$ cat config.mk
export PLATFORM = sky130hd
export DESIGN_NAME = smb_blk_slave
export DESIGN_NICKNAME = d
export VERILOG_FILES = /design/src/rtl/smb_pkg.sv /design/src/rtl/smb_sync.sv /design/src/rtl/smb_cond.sv /design/src/rtl/smb_regs.sv /design/src/rtl/smb_blk_slave.sv
export SDC_FILE = /design/constraint.sdc
export NUM_CORES = 1
export LEC_CHECK = 0
export ABC_AREA = 0
export CORE_UTILIZATION = 50
export DETAILED_ROUTE_END_ITERATION = 6
export PLACE_DENSITY = 0.73
export SLEW_MARGIN = 20
export SYNTH_ARGS = -nofsm -noshare
export SYNTH_HDL_FRONTEND = slang
export SYNTH_SLANG_ARGS = --single-unit
$ cat constraint.sdc
create_clock -name clk -period 4.6 [get_ports clk]
set_clock_uncertainty 0.2 [all_clocks]
set_input_delay 0.46 -clock clk [delete_from_list [all_inputs] [get_ports clk]]
set_output_delay 0.46 -clock clk [all_outputs]
set_load 0.005 [all_outputs]
$ cat src/rtl/smb_pkg.sv
package smb_pkg;

    typedef enum logic [2:0] {
        ST_IDLE,
        ST_RX,
        ST_ACK,
        ST_TX,
        ST_MACK,
        ST_IGNORE
    } st_e;

    typedef enum logic [1:0] {
        RL_ADDR,
        RL_INDEX,
        RL_COUNT,
        RL_WDATA
    } role_e;

    typedef struct packed {
        logic [7:0] sh;
        logic [3:0] cnt;
    } shift_t;

    function automatic logic [7:0] reg_default(int i, int n);
        return (i == n - 1) ? 8'(n) : 8'(8'hA0 + i);
    endfunction

    function automatic logic [7:0] next_index(logic [7:0] idx, int n);
        return (int'(idx) >= n - 1) ? 8'h00 : idx + 8'h01;
    endfunction

endpackage

$ cat src/rtl/smb_sync.sv
module smb_sync #(
    parameter int W = 2
) (
    input  logic         clk,
    input  logic         rst,
    input  logic [W-1:0] d,
    output logic [W-1:0] q
);
    logic [W-1:0] meta;

    for (genvar g = 0; g < W; g++) begin : g_bit
        always_ff @(posedge clk) begin
            if (rst) begin
                meta[g] <= 1'b1;
                q[g]    <= 1'b1;
            end else begin
                meta[g] <= d[g];
                q[g]    <= meta[g];
            end
        end
    end
endmodule

$ cat src/rtl/smb_cond.sv
module smb_cond (
    input  logic clk,
    input  logic rst,
    input  logic scl_s,
    input  logic sda_s,
    output logic scl_rise,
    output logic scl_fall,
    output logic start_det,
    output logic stop_det
);
    logic scl_q, sda_q;

    always_ff @(posedge clk) begin
        if (rst) begin
            scl_q <= 1'b1;
            sda_q <= 1'b1;
        end else begin
            scl_q <= scl_s;
            sda_q <= sda_s;
        end
    end

    always_comb begin
        scl_rise  = scl_s & ~scl_q;
        scl_fall  = ~scl_s & scl_q;
        start_det = scl_s & scl_q & sda_q & ~sda_s;
        stop_det  = scl_s & scl_q & ~sda_q & sda_s;
    end
endmodule

$ cat src/rtl/smb_regs.sv
module smb_regs #(
    parameter int NREG = 9
) (
    input  logic              clk,
    input  logic              rst,
    input  logic              we,
    input  logic [7:0]        waddr,
    input  logic [7:0]        wdata,
    input  logic [7:0]        raddr,
    output logic [7:0]        rdata,
    output logic [7:0]        cnt,
    output logic [NREG*8-1:0] flat
);
    logic [7:0] mem [NREG];

    for (genvar g = 0; g < NREG; g++) begin : g_reg
        always_ff @(posedge clk) begin
            if (rst) begin
                mem[g] <= smb_pkg::reg_default(g, NREG);
            end else if (we && waddr == 8'(g)) begin
                mem[g] <= wdata;
            end
        end
        assign flat[g*8 +: 8] = mem[g];
    end

    always_comb begin
        rdata = 8'h00;
        for (int i = 0; i < NREG; i++) begin
            if (raddr == 8'(i)) rdata = mem[i];
        end
    end

    assign cnt = mem[NREG-1];
endmodule

$ cat src/rtl/smb_blk_slave.sv
module smb_blk_slave #(
    parameter int         NREG      = 9,
    parameter logic [6:0] BASE_ADDR = 7'h6C,
    parameter int         STRAP_W   = 2
) (
    input  logic               clk,
    input  logic               rst,
    input  logic               scl_i,
    input  logic               sda_i,
    input  logic [STRAP_W-1:0] addr_sel,
    output logic               sda_oe,
    output logic [NREG*8-1:0]  regs_o
);
    import smb_pkg::*;

    localparam int HI_W = 7 - STRAP_W;

    logic scl_s, sda_s;
    logic scl_rise, scl_fall, start_det, stop_det;
    logic [6:0] my_addr;

    st_e        state;
    role_e      role;
    shift_t     rx, tx;
    logic [7:0] idx;
    logic [7:0] wrem;
    logic       rw;
    logic       ack_ok;

    logic       wr_en;
    logic [7:0] rd_byte;
    logic [7:0] cnt_val;
    logic [7:0] idx_nxt;

    smb_sync #(.W(2)) u_sync (
        .clk (clk),
        .rst (rst),
        .d   ({scl_i, sda_i}),
        .q   ({scl_s, sda_s})
    );

    smb_cond u_cond (
        .clk       (clk),
        .rst       (rst),
        .scl_s     (scl_s),
        .sda_s     (sda_s),
        .scl_rise  (scl_rise),
        .scl_fall  (scl_fall),
        .start_det (start_det),
        .stop_det  (stop_det)
    );

    smb_regs #(.NREG(NREG)) u_regs (
        .clk   (clk),
        .rst   (rst),
        .we    (wr_en),
        .waddr (idx),
        .wdata (rx.sh),
        .raddr (idx),
        .rdata (rd_byte),
        .cnt   (cnt_val),
        .flat  (regs_o)
    );

    assign my_addr = {BASE_ADDR[6 -: HI_W], addr_sel};
    assign idx_nxt = next_index(idx, NREG);

    always_comb begin
        wr_en = (state == ST_RX) && scl_fall && (rx.cnt == 4'd8)
                && (role == RL_WDATA) && (wrem != 8'd0)
                && !start_det && !stop_det;
    end

    always_ff @(posedge clk) begin
        if (rst) begin
            state  <= ST_IDLE;
            role   <= RL_ADDR;
            rx     <= '0;
            tx     <= '0;
            idx    <= 8'h00;
            wrem   <= 8'h00;
            rw     <= 1'b0;
            ack_ok <= 1'b0;
            sda_oe <= 1'b0;
        end else if (start_det) begin
            state  <= ST_RX;
            role   <= RL_ADDR;
            rx.cnt <= 4'd0;
            sda_oe <= 1'b0;
        end else if (stop_det) begin
            state  <= ST_IDLE;
            sda_oe <= 1'b0;
        end else begin
            unique case (state)
                ST_RX: begin
                    if (scl_rise && rx.cnt < 4'd8) begin
                        rx.sh  <= {rx.sh[6:0], sda_s};
                        rx.cnt <= rx.cnt + 4'd1;
                    end else if (scl_fall && rx.cnt == 4'd8) begin
                        unique case (role)
                            RL_ADDR: begin
                                if (rx.sh[7:1] == my_addr) begin
                                    rw     <= rx.sh[0];
                                    role   <= rx.sh[0] ? RL_ADDR : RL_INDEX;
                                    state  <= ST_ACK;
                                    sda_oe <= 1'b1;
                                end else begin
                                    state <= ST_IGNORE;
                                end
                            end
                            RL_INDEX: begin
                                idx    <= rx.sh;
                                role   <= RL_COUNT;
                                state  <= ST_ACK;
                                sda_oe <= 1'b1;
                            end
                            RL_COUNT: begin
                                wrem   <= rx.sh;
                                role   <= RL_WDATA;
                                state  <= ST_ACK;
                                sda_oe <= 1'b1;
                            end
                            RL_WDATA: begin
                                if (wrem != 8'd0) begin
                                    idx    <= idx_nxt;
                                    wrem   <= wrem - 8'd1;
                                    state  <= ST_ACK;
                                    sda_oe <= 1'b1;
                                end else begin
                                    state <= ST_IGNORE;
                                end
                            end
                        endcase
                    end
                end
                ST_ACK: begin
                    if (scl_fall) begin
                        rx.cnt <= 4'd0;
                        tx.cnt <= 4'd0;
                        if (rw && role == RL_ADDR) begin
                            tx.sh  <= cnt_val;
                            sda_oe <= ~cnt_val[7];
                            state  <= ST_TX;
                        end else begin
                            sda_oe <= 1'b0;
                            state  <= ST_RX;
                        end
                    end
                end
                ST_TX: begin
                    if (scl_fall) begin
                        if (tx.cnt == 4'd7) begin
                            sda_oe <= 1'b0;
                            tx.cnt <= 4'd0;
                            state  <= ST_MACK;
                        end else begin
                            tx.sh  <= {tx.sh[6:0], 1'b0};
                            sda_oe <= ~tx.sh[6];
                            tx.cnt <= tx.cnt + 4'd1;
                        end
                    end
                end
                ST_MACK: begin
                    if (scl_rise) begin
                        ack_ok <= ~sda_s;
                    end else if (scl_fall) begin
                        if (ack_ok) begin
                            tx.sh  <= rd_byte;
                            tx.cnt <= 4'd0;
                            sda_oe <= ~rd_byte[7];
                            idx    <= idx_nxt;
                            state  <= ST_TX;
                        end else begin
                            state <= ST_IGNORE;
                        end
                    end
                end
                default: ;
            endcase
        end
    end
endmodule

# Yosys cells after proc, flatten, opt, wreduce, memory -nomap -nowiden
# Memories as Yosys holds them, arrays and structs flattened.
# Index checks and enable logic that the tools add are counted.
dict set report word_totals {
  ff_bits 53
  n_memories 1
  mem_bits_rw 72
  wordCells 238
  input_bits 6
}
# memory depth width read_ports rd_clocked_by_memory_dff wr line
set memory_table {}
lappend memory_table {u_regs.mem 9 8 9 0 9 smb_regs.sv:14} ;# logic [7:0] mem [NREG];
dict set report classes {
  eq_ne 41
  n_reduce_logical 45
  order_cmp 2
  n_mux 101
  add_sub_neg 4
  n_bitwise 26
}
# cell count
set ops {}
lappend ops {{2-to-1 mux 8 bit} 26}
lappend ops {{2-to-1 mux 11 bit} 5}
lappend ops {{case mux 8 bit (2 select lines)} 3}
lappend ops {{2-to-1 mux 1 bit} 43}
lappend ops {{case mux 11 bit (3 select lines)} 1}
lappend ops {{== test 8 x 3 -> 1 bit (second input constant)} 4}
lappend ops {{2-to-1 mux 3 bit} 10}
lappend ops {{AND reduction 10 bit} 3}
lappend ops {{!= test 4 bit (second input constant)} 6}
lappend ops {{AND reduction 8 bit} 3}
lappend ops {{!= test 2 bit (second input constant)} 10}
lappend ops {{logical AND 1 bit} 18}
lappend ops {{== test 8 x 2 -> 1 bit (second input constant)} 2}
lappend ops {{2-to-1 mux 7 bit} 2}
lappend ops {{AND reduction 7 bit} 2}
lappend ops {{2-to-1 mux 4 bit} 3}
lappend ops {{case mux 3 bit (4 select lines)} 1}
lappend ops {{AND reduction 4 bit} 3}
lappend ops {{NOT 1 bit} 10}
lappend ops {{bitwise OR 1 bit} 9}
lappend ops {{case mux 3 bit (3 select lines)} 1}
lappend ops {{adder 4 x 1 -> 4 bit (second input constant)} 2}
lappend ops {{adder 8 x 1 -> 8 bit (second input constant)} 1}
lappend ops {{== test 8 x 1 -> 1 bit (second input constant)} 1}
lappend ops {{34 further kinds} 50}

# Depth between registers and ports, before layout
dict set report depth {
  word_depth 15
  ltp_mapped 9
  depth_no_buf 7
}

# Hierarchy
# Synthesis repeated with hierarchy kept, for this count alone.
dict set report unflattened {
  hier_cells 677
  hier_area_um2 6926.6
}
# mod cells_each instances area_per_inst_um2
set modules_own_cells {}
lappend modules_own_cells {smb_regs 286 1 3711.1}
lappend modules_own_cells {smb_blk_slave 375 1 3025.4}
lappend modules_own_cells {smb_sync 8 1 105.1}
lappend modules_own_cells {smb_cond 8 1 85.1}

# Worst setup path before layout
# No wires, ideal clock.
dict set report synth_path {
  path_kind {register to register}
  from {register wrem[0]}
  to {memory u_regs.mem[0][0], enable pin}
  synth_period_minus_slack_ns 2.557
  setup_ns 0.275
  required_time_ns 4.125
  stages_incl_launch_ff 9
  t_arrival_ns 2.083
  slack_ns 2.043
  path_cell_list {dfxtp_1 inv_1 ha_1 or3b_2 o21ai_1 or2_2 buf_2 nor2_1 a21o_1}
}
# element line
set synth_rtl {}
lappend synth_rtl {{from (decl)} smb_blk_slave.sv:26} ;# logic [7:0] wrem;
lappend synth_rtl {{from (signal assigned)} smb_blk_slave.sv:118} ;# wrem <= rx.sh;
lappend synth_rtl {{from (signal assigned)} smb_blk_slave.sv:126} ;# wrem <= wrem - 8'd1;
lappend synth_rtl {{to (decl)} smb_regs.sv:14}

==> metrics.txt <==
Die ar. 13,800 um2; DR vias/cell 6.25; Slew HR ~34%; ys async rst share 0%; register area share after synthesis 48.3%; Worst EP required 4.45 ns; pwr/cell area ~350 nW/um2; Final nets slightly below 800; CTS tree built; CP arrival 3.37 ns; initial core utilization 52.0%; # clock sinks 125; Final TNS setup 0 ns; Worst Setup End Kind register; IO buf count 78; Main synth FF type edfxtp_1; Final Hold Fails 0; first-pass GRT wire length 30.1 mm; Synthesized Nets 716; Leakage 0.00303 uW; die height between 100 and 150 um; clock root buffer clkbuf_16; Mean Syn Cell Area 9.57 um2; Max Cap Viol 0; Clk Latency, worst-skew pair 0.43 ns; Reg2Reg Depth 4; TritonCTS buffer count 17; placed wire-length estimate 13.2 mm; vias in the first global route roughly 5,500; Worst setup SP type register; critical path class register to register; Final setup viols 0; Starting DRT DRC Count 805; detailed-route via count 5,864; multiplexer area fraction after synthesis 0.769%; WL per Instance 20.4 um; Layout area overhead 22.7%; Synth Area in Compound Gates 18.8%; Synth Area in Simple Gates about a quarter; fin crit period 3.52 ns; DRT Wirelength between 15 and 20 mm; cts hold-fix bufs 0; cell taking the most area after synthesis edfxtp_1; Unique masters post-synth 72; fin crit share 76.5%; Post-CTS Setup Inserts 0; post-synth top area share between 30% and 40%; largest family of logic cells by synthesized area simple AND/OR/NAND/NOR gates; 1st-pass router iterations 6; Worst-path clk slew ~0.060 ns; initial antenna violation count 0; synthesized cell area 6670 um2; maximum VDD drop 0.410 mV; Worst-Margin Slew around 0.99 ns; largest net degree at the start of global routing 43; fraction of layout instances using a drive strength above 1 roughly 8.6%; design area 8180 um2; XOR/XNOR Fraction of Synth Area 0.788%; Routability Congestion 0.899; Seq cells post-synth 125; # resized after CTS 0; fmax between 200 and 300 MHz; Clock Tree Buf Depth 2; gr usage total 28.3%; RSZ-0062 raised after global routing false; std cell rows 41; DRC 0; Worst Hold Depth 1; Cell Area, Placed between 7000 and 8000 um2; Detail Route Antenna Nets 0; CP Max Fanout 17; synth top area cells edfxtp_1, dfxtp_1, a21oi_1, and3_1, clkbuf_1; I/O pins 79; Adder-Cell Fraction of Synth Area 2.44%; H-tree depth 4; Hold/Removal Path Class register to register; status finished, final reports clean; Post-synth EDFFs 72; max-slew violation count 0; Ys Warns 0; post-layout util 63.8%; grt total ovfl 0; core area 12,800 um2; cell count after synthesis about 700; Die W about 120 um
critical path, stage by stage (launching register included):
cell and delay, ns:
dfxtp_1 0.65, nor3b_2 0.63, nand4_1 0.48, or2_2 0.55, o21bai_1 0.64
registers in the layout, summed over array words and instances (netlist names):
register,cells
u_regs.mem,72
rx,12
tx,11
idx,8
wrem,8
state,3
role,2
u_sync.meta,2
u_sync.q,2
ack_ok,1
rw,1
sda_oe,1
u_cond.scl_q,1
u_cond.sda_q,1
through the flow:
step           setup slack, ns  total power, uW  instances  hold WS, ns
5_1_grt                  0.824             2910        936        0.229
3_5_place_dp              1.13             1400        904        0.195
6_report                  1.08             2850        938        0.211
4_1_cts                   1.13             2850        936        0.212
3_3_place_gp              1.30             1400        904        0.195
2_1_floorplan             2.04             1310        697        0.189
cell usage after synthesis (7+ instances only):
cell and count:
a21oi_1 70, a31oi_1 7, a21o_1 14, inv_1 26
nor2b_1 19, a221oi_1 8, nand2_1 43, nand3_1 19
nand2b_1 14, nor2_1 33, dfxtp_1 53, and3_1 36
nand3b_1 21, and2_1 9, o21ai_0 31, or2_2 11
edfxtp_1 72, clkbuf_1 44, nor3_1 21, ha_1 13
a211oi_1 8
power breakdown:
group,internal (uW),switching [uW]
Combinational,71.2,61.5
Clock,962,509
Sequential,1210,29.4
Total,2250,600
cells in the final DEF, fill, tap and decap left out, types with 26 or more instances in the layout:
cell type        count
edfxtp_1            72
a21oi_1             70
dfxtp_1             53
clkdlybuf4s50_1     77
nand2_1             43
nor2_1              33
o21ai_0             31
inv_1               26
and3_1              36
area by class of cell:
cell class / count / area (um2)
fillers: 1021 / 4640
clock inverters: 14 / 218
inverters: 27 / 101
well taps: 172 / 215
clock buffers: 18 / 429
multi-input cells: 493 / 3150
diodes: 2 / 5.00
repair buffers: 87 / 843
flip-flops and latches: 125 / 3220
final timing paths:
path                                           startpoint                        endpoint  slack (ns)
worst max-delay path                state[0]$_SDFFE_PP0P_  u_regs.mem[7][7]$_SDFFCE_PN1P_        1.08
worst min-delay path            u_sync.meta[1]$_SDFF_PP1_          u_sync.q[1]$_SDFF_PP1_        0.21
worst max register to register      state[0]$_SDFFE_PP0P_  u_regs.mem[7][7]$_SDFFCE_PN1P_        1.08
worst min register to register  u_sync.meta[1]$_SDFF_PP1_          u_sync.q[1]$_SDFF_PP1_        0.21
kinds of logic after synthesis:
logic type / count (synthesis)
DFF: 125
xor gates and xnor gates: 6
AOI/OAI and AO/OA: 195
muxes: 5
and+or+nand+nor: 274
buffers and inverters: 79
adders and majority gates: 13
metal layers:
layer  GRT usage, %  share of wire [%]
met1           39.2                 42
met2           42.2                 45
met3           7.36                 11
met4           11.4                2.0
met5              0                  0
No activity file was read; power rests on OpenSTA's default activity.
